==> src/rtl/gpio_atomic_pkg.sv <==
package gpio_atomic_pkg;

   localparam int NUM_FEAT = 6;
   localparam int FI_OUT = 0;
   localparam int FI_OE  = 1;
   localparam int FI_OD  = 2;
   localparam int FI_PU  = 3;
   localparam int FI_PD  = 4;
   localparam int FI_IE  = 5;

   localparam logic [7:0] OFS_OUT_WR = 8'h00;
   localparam logic [7:0] OFS_OE     = 8'h04;
   localparam logic [7:0] OFS_OD     = 8'h08;
   localparam logic [7:0] OFS_PU     = 8'h18;
   localparam logic [7:0] OFS_PD     = 8'h1C;
   localparam logic [7:0] OFS_IE     = 8'h20;
   localparam logic [7:0] OFS_OUT_RD = 8'h30;

   // one-hot feature select for a write at a bank-relative offset
   function automatic logic [NUM_FEAT-1:0] wr_decode(input logic [7:0] ofs);
      logic [NUM_FEAT-1:0] s;
      s = '0;
      case (ofs)
         OFS_OUT_WR: s[FI_OUT] = 1'b1;
         OFS_OE:     s[FI_OE]  = 1'b1;
         OFS_OD:     s[FI_OD]  = 1'b1;
         OFS_PU:     s[FI_PU]  = 1'b1;
         OFS_PD:     s[FI_PD]  = 1'b1;
         OFS_IE:     s[FI_IE]  = 1'b1;
         default:    s = '0;
      endcase
      return s;
   endfunction

   // one-hot feature select for a read; output level has its own offset
   function automatic logic [NUM_FEAT-1:0] rd_decode(input logic [7:0] ofs);
      logic [NUM_FEAT-1:0] s;
      s = '0;
      case (ofs)
         OFS_OUT_RD: s[FI_OUT] = 1'b1;
         OFS_OE:     s[FI_OE]  = 1'b1;
         OFS_OD:     s[FI_OD]  = 1'b1;
         OFS_PU:     s[FI_PU]  = 1'b1;
         OFS_PD:     s[FI_PD]  = 1'b1;
         OFS_IE:     s[FI_IE]  = 1'b1;
         default:    s = '0;
      endcase
      return s;
   endfunction

endpackage

==> src/rtl/gpio_atomic_decode.sv <==
module gpio_atomic_decode
   import gpio_atomic_pkg::*;
#(
   parameter int ADDR_W      = 8,
   parameter int BANK_STRIDE = 128,
   parameter int NUM_BANKS   = 2
) (
   input  logic [ADDR_W-1:0]    addr,
   output logic [NUM_BANKS-1:0] bank_hit,
   output logic [NUM_FEAT-1:0]  wr_sel,
   output logic [NUM_FEAT-1:0]  rd_sel
);
   localparam int SEL_LSB = $clog2(BANK_STRIDE);
   localparam int SEL_W   = ADDR_W - SEL_LSB;

   generate
      if (SEL_W < 1)
         $error("address too narrow for bank select");
      if (SEL_LSB > 8 || SEL_LSB < 6)
         $error("bank stride must lie between 64 and 256 bytes");
   endgenerate

   logic [7:0]       ofs;
   logic [SEL_W-1:0] bank_idx;

   assign ofs      = 8'(addr[SEL_LSB-1:0]);
   assign bank_idx = addr[ADDR_W-1:SEL_LSB];
   assign wr_sel   = wr_decode(ofs);
   assign rd_sel   = rd_decode(ofs);

   generate
      for (genvar b = 0; b < NUM_BANKS; b++) begin : g_hit
         assign bank_hit[b] = (bank_idx == SEL_W'(b));
      end
   endgenerate

endmodule

==> src/rtl/gpio_atomic_bank.sv <==
module gpio_atomic_bank
   import gpio_atomic_pkg::*;
#(
   parameter int BANK_W = 16
) (
   input  logic                             clk,
   input  logic                             rst_n,
   input  logic                             wr_en,
   input  logic [NUM_FEAT-1:0]              wr_sel,
   input  logic [BANK_W-1:0]                set_bits,
   input  logic [BANK_W-1:0]                clr_bits,
   output logic [NUM_FEAT-1:0][BANK_W-1:0]  feat_q
);

   generate
      for (genvar f = 0; f < NUM_FEAT; f++) begin : g_feat
         always_ff @(posedge clk or negedge rst_n) begin
            if (!rst_n)
               feat_q[f] <= '0;
            else if (wr_en && wr_sel[f])
               feat_q[f] <= (feat_q[f] | set_bits) & ~clr_bits;
         end

         AST_SET_TAKES: assert property (@(posedge clk) disable iff (!rst_n)
            (wr_en && wr_sel[f]) |=> ((feat_q[f] & $past(set_bits & ~clr_bits))
                                      == $past(set_bits & ~clr_bits)));
         AST_CLR_WINS: assert property (@(posedge clk) disable iff (!rst_n)
            (wr_en && wr_sel[f]) |=> ((feat_q[f] & $past(clr_bits)) == '0));
         AST_UNTOUCHED_HOLD: assert property (@(posedge clk) disable iff (!rst_n)
            (wr_en && wr_sel[f]) |=> (((feat_q[f] ^ $past(feat_q[f]))
                                      & ~$past(set_bits | clr_bits)) == '0));
         AST_UNSELECTED_STABLE: assert property (@(posedge clk) disable iff (!rst_n)
            !(wr_en && wr_sel[f]) |=> $stable(feat_q[f]));
      end
   endgenerate

endmodule

==> src/rtl/gpio_atomic_sync.sv <==
module gpio_atomic_sync #(
   parameter int WIDTH  = 32,
   parameter int STAGES = 2
) (
   input  logic             clk,
   input  logic             rst_n,
   input  logic [WIDTH-1:0] d,
   output logic [WIDTH-1:0] q
);
   generate
      if (STAGES < 2)
         $error("synchronizer needs at least two stages");
   endgenerate

   logic [STAGES-1:0][WIDTH-1:0] chain;

   always_ff @(posedge clk or negedge rst_n) begin
      if (!rst_n)
         chain[0] <= '0;
      else
         chain[0] <= d;
   end

   generate
      for (genvar k = 1; k < STAGES; k++) begin : g_stage
         always_ff @(posedge clk or negedge rst_n) begin
            if (!rst_n)
               chain[k] <= '0;
            else
               chain[k] <= chain[k-1];
         end
      end
   endgenerate

   assign q = chain[STAGES-1];

endmodule

==> src/rtl/gpio_atomic_pad.sv <==
module gpio_atomic_pad #(
   parameter int PINS = 32
) (
   input  logic [PINS-1:0] out_val,
   input  logic [PINS-1:0] oe,
   input  logic [PINS-1:0] od,
   input  logic [PINS-1:0] pu,
   input  logic [PINS-1:0] pd,
   input  logic [PINS-1:0] ie,
   input  logic [PINS-1:0] sync_in,
   output logic [PINS-1:0] drv_en,
   output logic [PINS-1:0] drv_val,
   output logic [PINS-1:0] pu_en,
   output logic [PINS-1:0] pd_en,
   output logic [PINS-1:0] sample
);
   generate
      for (genvar p = 0; p < PINS; p++) begin : g_pin
         // open-drain: pull low for 0, release for 1
         assign drv_en[p]  = oe[p] & (~od[p] | ~out_val[p]);
         assign drv_val[p] = out_val[p] & ~od[p];
         assign pu_en[p]   = pu[p];
         assign pd_en[p]   = pd[p];
         assign sample[p]  = ie[p] & sync_in[p];
      end
   endgenerate

endmodule

==> src/rtl/gpio_atomic_block.sv <==
module gpio_atomic_block
   import gpio_atomic_pkg::*;
#(
   parameter int PINS        = 32,
   parameter int BANK_W      = 16,
   parameter int ADDR_W      = 8,
   parameter int BANK_STRIDE = 128,
   parameter int SYNC_STAGES = 2
) (
   input  logic                clk,
   input  logic                rst_n,
   input  logic [ADDR_W-1:0]   addr,
   input  logic                wr_en,
   input  logic [2*BANK_W-1:0] wr_data,
   input  logic                rd_en,
   output logic [2*BANK_W-1:0] rd_data,
   input  logic [PINS-1:0]     pad_in,
   output logic [PINS-1:0]     pad_drv_en,
   output logic [PINS-1:0]     pad_drv_val,
   output logic [PINS-1:0]     pad_pu_en,
   output logic [PINS-1:0]     pad_pd_en,
   output logic [PINS-1:0]     in_sample
);
   localparam int NUM_BANKS = PINS / BANK_W;
   localparam int DATA_W    = 2 * BANK_W;

   generate
      if (PINS % BANK_W != 0)
         $error("pin count must be a whole number of banks");
      if (NUM_BANKS * BANK_STRIDE > (1 << ADDR_W))
         $error("banks do not fit in the address window");
      if ((BANK_STRIDE & (BANK_STRIDE - 1)) != 0)
         $error("bank stride must be a power of two");
   endgenerate

   logic [NUM_BANKS-1:0]                bank_hit;
   logic [NUM_FEAT-1:0]                 wr_sel;
   logic [NUM_FEAT-1:0]                 rd_sel;
   logic [NUM_FEAT-1:0][BANK_W-1:0]     bank_feat [NUM_BANKS];
   logic [NUM_FEAT-1:0][PINS-1:0]       pin_feat;
   logic [PINS-1:0]                     pad_sync;
   logic [BANK_W-1:0]                   rd_next;

   gpio_atomic_decode #(
      .ADDR_W(ADDR_W), .BANK_STRIDE(BANK_STRIDE), .NUM_BANKS(NUM_BANKS)
   ) u_decode (
      .addr(addr), .bank_hit(bank_hit), .wr_sel(wr_sel), .rd_sel(rd_sel)
   );

   generate
      for (genvar b = 0; b < NUM_BANKS; b++) begin : g_bank
         gpio_atomic_bank #(.BANK_W(BANK_W)) u_bank (
            .clk      (clk),
            .rst_n    (rst_n),
            .wr_en    (wr_en & bank_hit[b]),
            .wr_sel   (wr_sel),
            .set_bits (wr_data[BANK_W-1:0]),
            .clr_bits (wr_data[DATA_W-1:BANK_W]),
            .feat_q   (bank_feat[b])
         );
         for (genvar f = 0; f < NUM_FEAT; f++) begin : g_flat
            assign pin_feat[f][b*BANK_W +: BANK_W] = bank_feat[b][f];
         end
      end
   endgenerate

   always_comb begin
      rd_next = '0;
      for (int b = 0; b < NUM_BANKS; b++)
         for (int f = 0; f < NUM_FEAT; f++)
            if (bank_hit[b] && rd_sel[f])
               rd_next = rd_next | bank_feat[b][f];
   end

   always_ff @(posedge clk or negedge rst_n) begin
      if (!rst_n)
         rd_data <= '0;
      else if (rd_en)
         rd_data <= {{BANK_W{1'b0}}, rd_next};
   end

   gpio_atomic_sync #(.WIDTH(PINS), .STAGES(SYNC_STAGES)) u_sync (
      .clk(clk), .rst_n(rst_n), .d(pad_in), .q(pad_sync)
   );

   gpio_atomic_pad #(.PINS(PINS)) u_pad (
      .out_val (pin_feat[FI_OUT]),
      .oe      (pin_feat[FI_OE]),
      .od      (pin_feat[FI_OD]),
      .pu      (pin_feat[FI_PU]),
      .pd      (pin_feat[FI_PD]),
      .ie      (pin_feat[FI_IE]),
      .sync_in (pad_sync),
      .drv_en  (pad_drv_en),
      .drv_val (pad_drv_val),
      .pu_en   (pad_pu_en),
      .pd_en   (pad_pd_en),
      .sample  (in_sample)
   );

   AST_RD_UPPER_ZERO: assert property (@(posedge clk) disable iff (!rst_n)
      rd_data[DATA_W-1:BANK_W] == '0);
   AST_RD_HOLD: assert property (@(posedge clk) disable iff (!rst_n)
      !rd_en |=> $stable(rd_data));
   AST_NO_DRIVE_WITHOUT_OE: assert property (@(posedge clk) disable iff (!rst_n)
      (pad_drv_en & ~pin_feat[FI_OE]) == '0);
   AST_OD_NEVER_HIGH: assert property (@(posedge clk) disable iff (!rst_n)
      (pad_drv_val & pin_feat[FI_OD]) == '0);
   AST_SAMPLE_GATED: assert property (@(posedge clk) disable iff (!rst_n)
      (in_sample & ~pin_feat[FI_IE]) == '0);

endmodule

==> config.mk <==
export PLATFORM = sky130hd
export DESIGN_NAME = gpio_atomic_block
export DESIGN_NICKNAME = d
export VERILOG_FILES = /design/src/rtl/gpio_atomic_pkg.sv /design/src/rtl/gpio_atomic_decode.sv /design/src/rtl/gpio_atomic_bank.sv /design/src/rtl/gpio_atomic_sync.sv /design/src/rtl/gpio_atomic_pad.sv /design/src/rtl/gpio_atomic_block.sv
export SDC_FILE = /design/constraint.sdc
export NUM_CORES = 1
export LEC_CHECK = 0
export BUFFER_PORTS_ARGS = -buffer_cell sky130_fd_sc_hd__buf_4
export CAP_MARGIN = 20
export CORE_ASPECT_RATIO = 0.6
export CORE_MARGIN = 2
export CORE_UTILIZATION = 59
export DETAILED_ROUTE_END_ITERATION = 8
export GPL_TIMING_DRIVEN = 0
export HOLD_SLACK_MARGIN = 0.08
export PLACE_DENSITY = 0.85
export SYNTH_ARGS = -nofsm -noshare
export SYNTH_HDL_FRONTEND = slang
export SYNTH_HIERARCHICAL = 1
export SYNTH_SLANG_ARGS = --single-unit
export TNS_END_PERCENT = 10
==> constraint.sdc <==
create_clock -name clk -period 3.42 [get_ports clk]
set_input_delay 0.513 -clock clk [delete_from_list [all_inputs] [get_ports clk]]
set_output_delay 0.513 -clock clk [all_outputs]
set_load 0.005 [all_outputs]
* After elaboration in Yosys (flattened, before gate mapping) *
Index checks and enable logic that the tools add are counted.

operators by class
  multiplexer cells = 19
  bitwise gates (word level) = 231
  reduce and logical (&&, ||, !) cells = 25
  equality and inequality tests = 6

operators by type and width
  operator                                        number
  bitwise OR 16 bit                               23
  AND 16 bit                                      12
  2-to-1 mux 16 bit                               12
  AND 1 bit                                       98
  NOT 1 bit                                       65
  bitwise OR 1 bit                                32
  logical AND 1 bit                               24
  NOT 16 bit                                      1
  == test 7 x 5 -> 1 bit (second input constant)  2
  == test 7 x 6 -> 1 bit (second input constant)  2
  zero test 8 bit                                 1
  == test 7 x 3 -> 1 bit (second input constant)  1
  == test 7 x 4 -> 1 bit (second input constant)  1
  2-to-1 mux 1 bit                                7

word-level totals
  logic and storage cells = 296
  output and inout port bits = 192
  input port bits = 76
  bits in registers = 272

* Depth between registers and ports, before layout *
  depth after elaboration = 26
  mapped depth = 8
  mapped depth without buffers = 5

* Modules after synthesis *
Netlist, hierarchy kept.

by module, submodules not included
  module              sequential area each (µm²)  area each (µm²)  cells each  times used
  gpio_atomic_bank    2,402.3                     3,905.0          329         2
  gpio_atomic_block   400.4                       1,893.1          230         1
  gpio_atomic_sync    1,601.5                     1,841.8          96          1
  gpio_atomic_pad     0.0                         1,196.1          160         1
  gpio_atomic_decode  0.0                         150.1            19          1

* Worst setup path before layout *
No wires, ideal clock.

  kind = input to register
  start = input port addr[3]
  end = register g_bank[0].u_bank/feat_q[21] in the netlist's numbering
  path buffers = 4
  setup slack = 1.124 ns
  required time = 3.297 ns
  cell stages on the path = 8
  arrival = 2.173 ns
  library setup time = 0.123 ns
  cell sequence = or4_4 > nor4b_2 > buf_4 > buf_6 > and2_1 > buf_6 > buf_6 > a21oi_1

on the way
  word-level cells in the longest chain between the ends = 3

RTL lines
  item                             RTL line                 RTL
  from (decl)                      gpio_atomic_block.sv:12  input logic [ADDR_W-1:0] addr,
  == test 7 x 3 -> 1 bit           -
  2-to-1 mux 1 bit                 -
  named net rd_sel[1]              gpio_atomic_block.sv:38  logic [NUM_FEAT-1:0] rd_sel;
  logical AND 1 bit                gpio_atomic_bank.sv:20   else if (wr_en && wr_sel[f])
  to (signal, indexed assignment)  gpio_atomic_bank.sv:21   feat_q[f] <= (feat_q[f] | set_bits) & ~clr_bits;
  to (decl)                        gpio_atomic_bank.sv:12   output logic [NUM_FEAT-1:0][BANK_W-1:0] feat_q

The timed path passes the listed nets, and every way through them passes these cells.
A chain may end at the register's enable or synchronous reset.

* Final worst setup path *
  start = input port addr[3]
  end = register rd_data[0]

on the way
  elaborated cells between the ends (all ways) = 47
  those cells by class = 6 x eq/ne; 18 x mux; 11 x bitwise; 12 x reduce/logical

RTL lines
  item                      RTL line                 RTL
  == test 7 x 3 -> 1 bit *  gpio_atomic_pkg.sv:39    case (ofs)
  2-to-1 mux 1 bit *        gpio_atomic_pkg.sv:39
  named net rd_sel[1]       gpio_atomic_block.sv:38
  logical AND 1 bit         gpio_atomic_block.sv:71  if (bank_hit[b] && rd_sel[f])
  2-to-1 mux 16 bit         gpio_atomic_block.sv:71
  bitwise OR 16 bit         gpio_atomic_block.sv:72  rd_next = rd_next | bank_feat[b][f];
  2-to-1 mux 16 bit         gpio_atomic_block.sv:71
  bitwise OR 16 bit         gpio_atomic_block.sv:72
  [... 9 more ...]          -
  bitwise OR 16 bit         gpio_atomic_block.sv:72
  2-to-1 mux 16 bit *       gpio_atomic_block.sv:71
  bitwise OR 16 bit         gpio_atomic_block.sv:72
  2-to-1 mux 16 bit *       gpio_atomic_block.sv:71
  bitwise OR 16 bit         gpio_atomic_block.sv:72
  2-to-1 mux 16 bit *       gpio_atomic_block.sv:71
  bitwise OR 16 bit         gpio_atomic_block.sv:72
  2-to-1 mux 16 bit *       gpio_atomic_block.sv:71
  to (signal assigned)      gpio_atomic_block.sv:79  rd_data <= {{BANK_W{1'b0}}, rd_next};
  to (decl)                 gpio_atomic_block.sv:16  output logic [2*BANK_W-1:0] rd_data,

Mark *: on every way through the listed nets, which the timed path passes. The rest lies on a longest branch.

==> metrics.txt <==
status finished with violations; failing checks DRC; Global Route Usage Sum between 40% and 50%; Syn Area/Cell approximately 11 µm²; clock share of power between 30% and 40%; CTS tree done; CTS-repair resized insts 0; Post-DP Area 15200 µm²; crit path from addr[3]; sequential element share of the synthesized area 52.8%; global-route wire length before repair ~72 mm; Nets approximately 1500; Syn Std Cell Area ~13000 µm²; endpoint class of the critical path flop; GP Congestion around 1.0; Vias per Instance 6.99; largest net degree at the start of global routing 100; Root Driver clkbuf_16; Boundary Pins between 200 and 300; total core area roughly 21000 µm²; FP Rows between 40 and 50; Crit Path Class primary input to flop; Seq cells post-synth roughly 270; worst reg2reg path depth 3; CP Launch Type primary input; CP Data Required Time a little under 4 ns; WL per Instance 27.9 µm; Cell variety after synth 43; final setup fails 0; Routed WL 49.1 mm; die footprint around 23000 µm²; reg2reg start g_bank[1].u_bank/feat_q[15]; Die Wd 195 µm; crit path DAT between 3 and 4 ns; CTS Buf Count 24; Yosys top cell area share between 50% and 60%; DRT Pass-1 Iters 9; Max-slew headroom 23.4%; fin crit period roughly 2.8 ns; Initial DRC Count around 2400; Starting Density roughly three fifths; hold_buf cts 1; Synth warnings 6; Comb power frac between 10% and 20%; maxcap violations 0; WHS approximately 0.083 ns; reg2reg setup slack 1.84 ns; XOR/XNOR share of the synthesized area 0%; ranking of synthesized cells by area dfrtp_1 53%, a31oi_1 9.9%, buf_4 6.9%; vias in the first global route between 10000 and 15000; largest family of logic cells by synthesized area compound AO/OA/AOI/OAI gates; switching pwr between 1.5 and 2 mW; leakage power 7.82 nW; slowest stage cell, crit path clkbuf_1; Max Slew Vio Count 0; via count between 10000 and 15000; top_reg_cell synth dfrtp_1; Post-Synth Adder-Cell Area 0%; DRC violations left 3; Int Power approximately 5.4 mW; Clk pin slew, worst setup/hold paths ~0.070 ns; CTS max path bufs 3; hold crit path type primary input to flop; n_diodes 0; Power Density around 450 nW/µm²; RSZ-0062 raised after global routing false; peak supply drop approximately 0.00035 V; clk_skew approximately 0.0097 ns; Fmax achieved around 350 MHz; clk sinks about 270; switch share 25.0%; Port Buf Inserts between 200 and 300; Worst Hold Depth 1; synthesized instance count about 1200; Hold Vio Cnt, Final 0; worst skew pair latency 0.53 ns; Synth area leader dfrtp_1; Critical Path End rd_data[0]; hpwl dp roughly 33 mm; Async S/R FF share, synth 100%; worst reg2reg endpoint rd_data[15]; mux share of post-synthesis cell area 0%; crit path max fanout 10; Routed Antenna Nets 0; number of H-tree levels 1; max incr delay on CP just over 0.8 ns; Area Overhead vs Synth 25.1%; setup bufs post-CTS 0; sequential share of power about half; layout cells sized above 1 roughly two fifths; Post-Synth Simple-Gate Area ~6.3%; Synth Area in Compound Gates approximately 28%; number of enable flip-flop cells after synthesis 0; antenna violations before repair 0; Congestion Overflow GR 0; Die Ht around 120 µm; fin area approximately 16000 µm²; final period utilization 83.1%; critical path, cell by cell buf_4 -> or4_4 -> nor4b_2 -> clkbuf_1 -> a22oi_1 -> nand3_1 -> a221o_1; actual slew at the worst max-slew pin around 1.1 ns
## Yosys cell counts, types with 2 or more instances
master	number
dfrtp_1	272
a31oi_1	205
a21oi_1	156
buf_4	118
buf_6	43
a21oi_2	40
and2_1	39
buf_2	37
a22oi_1	35
a21boi_0	32
and2b_2	30
a22o_1	27
a222oi_1	17
clkbuf_1	16
nor2_1	13
o21ai_1	9
and2_4	8
a221oi_1	7
a21o_1	6
and3_1	6
inv_1	5
nand3_1	5
o21ai_0	4
a211oi_1	3
a21boi_1	3
a221o_1	3
a41oi_1	3
nand2b_1	3
o32a_1	3
nor2b_1	2
## registers in the layout, indices dropped and copies added (netlist names)
register	count
g_bank.u_bank/feat_q	192
u_sync/chain	32
rd_data	16
u_sync/q	32
## worst min-delay path by stage
stage | from | end | slack [ns]
finish | pad_in[18] | u_sync/chain[18] | 0.08
detailed placement | u_sync/chain[12] | u_sync/q[12] | 0.33
global route | pad_in[3] | u_sync/chain[3] | 0.08
global placement | u_sync/chain[2] | u_sync/q[2] | 0.33
CTS | pad_in[17] | u_sync/chain[17] | 0.08
floorplan | rst_n | g_bank[0].u_bank/feat_q[0] | 0.22
## cells in the final DEF, fill, tap and decap left out, types with 17 or more instances in the layout
cell       count
buf_4        368
dfrtp_1      272
a31oi_1      205
a21oi_1      156
buf_6         43
a21oi_2       40
and2_1        39
buf_2         37
a22oi_1       35
a21boi_0      32
and2b_2       30
a22o_1        27
clkbuf_16     25
clkbuf_1      21
a222oi_1      17
## cells by family (layout without fill, tap and decap cells)
logic type             Yosys count  in the layout
buffers and inverters          220            520
AOI/OAI and AO/OA              553            553
other                            1             16
DFF                            272            272
and+or+nand+nor                117            117
## power groups by stage
stage | sequential [mW] | combinational [mW] | clock, mW
finish | 3.52 | 0.857 | 2.89
CTS | 3.51 | 0.823 | 2.89
global placement | 3.56 | 0.786 | 0
detailed placement | 3.56 | 0.818 | 0
global route | 3.53 | 0.899 | 3.02
floorplan | 3.51 | 0.356 | 0
## metal layers
metal	vias to the layer above	wire, µm	track usage [%]
li1	4877	-	-
met1	5823	17500	57.3
met2	1309	19200	54.8
met3	278	9800	21.7
met4	2	2500	16.5
met5	-	23	0
## critical path: cells and delay by family
kind / cells / cell delay (ns)
simple gates: 3 / 1.50
buf+inv: 2 / 0.93
compound gates: 2 / 0.36
## cell type report
| type | instances | area (µm²) |
|---|---|---|
| Sequential cell | 272 | 6810 |
| Fill cell | 1476 | 5110 |
| Multi-Input combinational cell | 686 | 4500 |
| Timing Repair Buffer | 259 | 2010 |
| Buffer | 215 | 1620 |
| Clock buffer | 32 | 672 |
| Tap cell | 279 | 349 |
| Clock inverter | 9 | 148 |
| Inverter | 5 | 18.8 |
## metrics by stage
| step | power [mW] | setup TNS, ns | setup slack [ns] | instances | utilization (%) |
|---|---|---|---|---|---|
| after detailed placement | 4.38 | 0 | 0.293 | 1710 | 71.8 |
| after floorplan | 3.87 | 0 | 1.12 | 1178 | - |
| after global routing | 7.45 | 0 | 0.691 | 1757 | 75.9 |
| after CTS | 7.22 | 0 | 0.833 | 1752 | 75.7 |
| after global placement | 4.34 | -97.78 | -0.393 | 1708 | 71.5 |
| final | 7.27 | 0 | 0.578 | 1757 | 75.9 |
(Power assumes the default switching activity.)
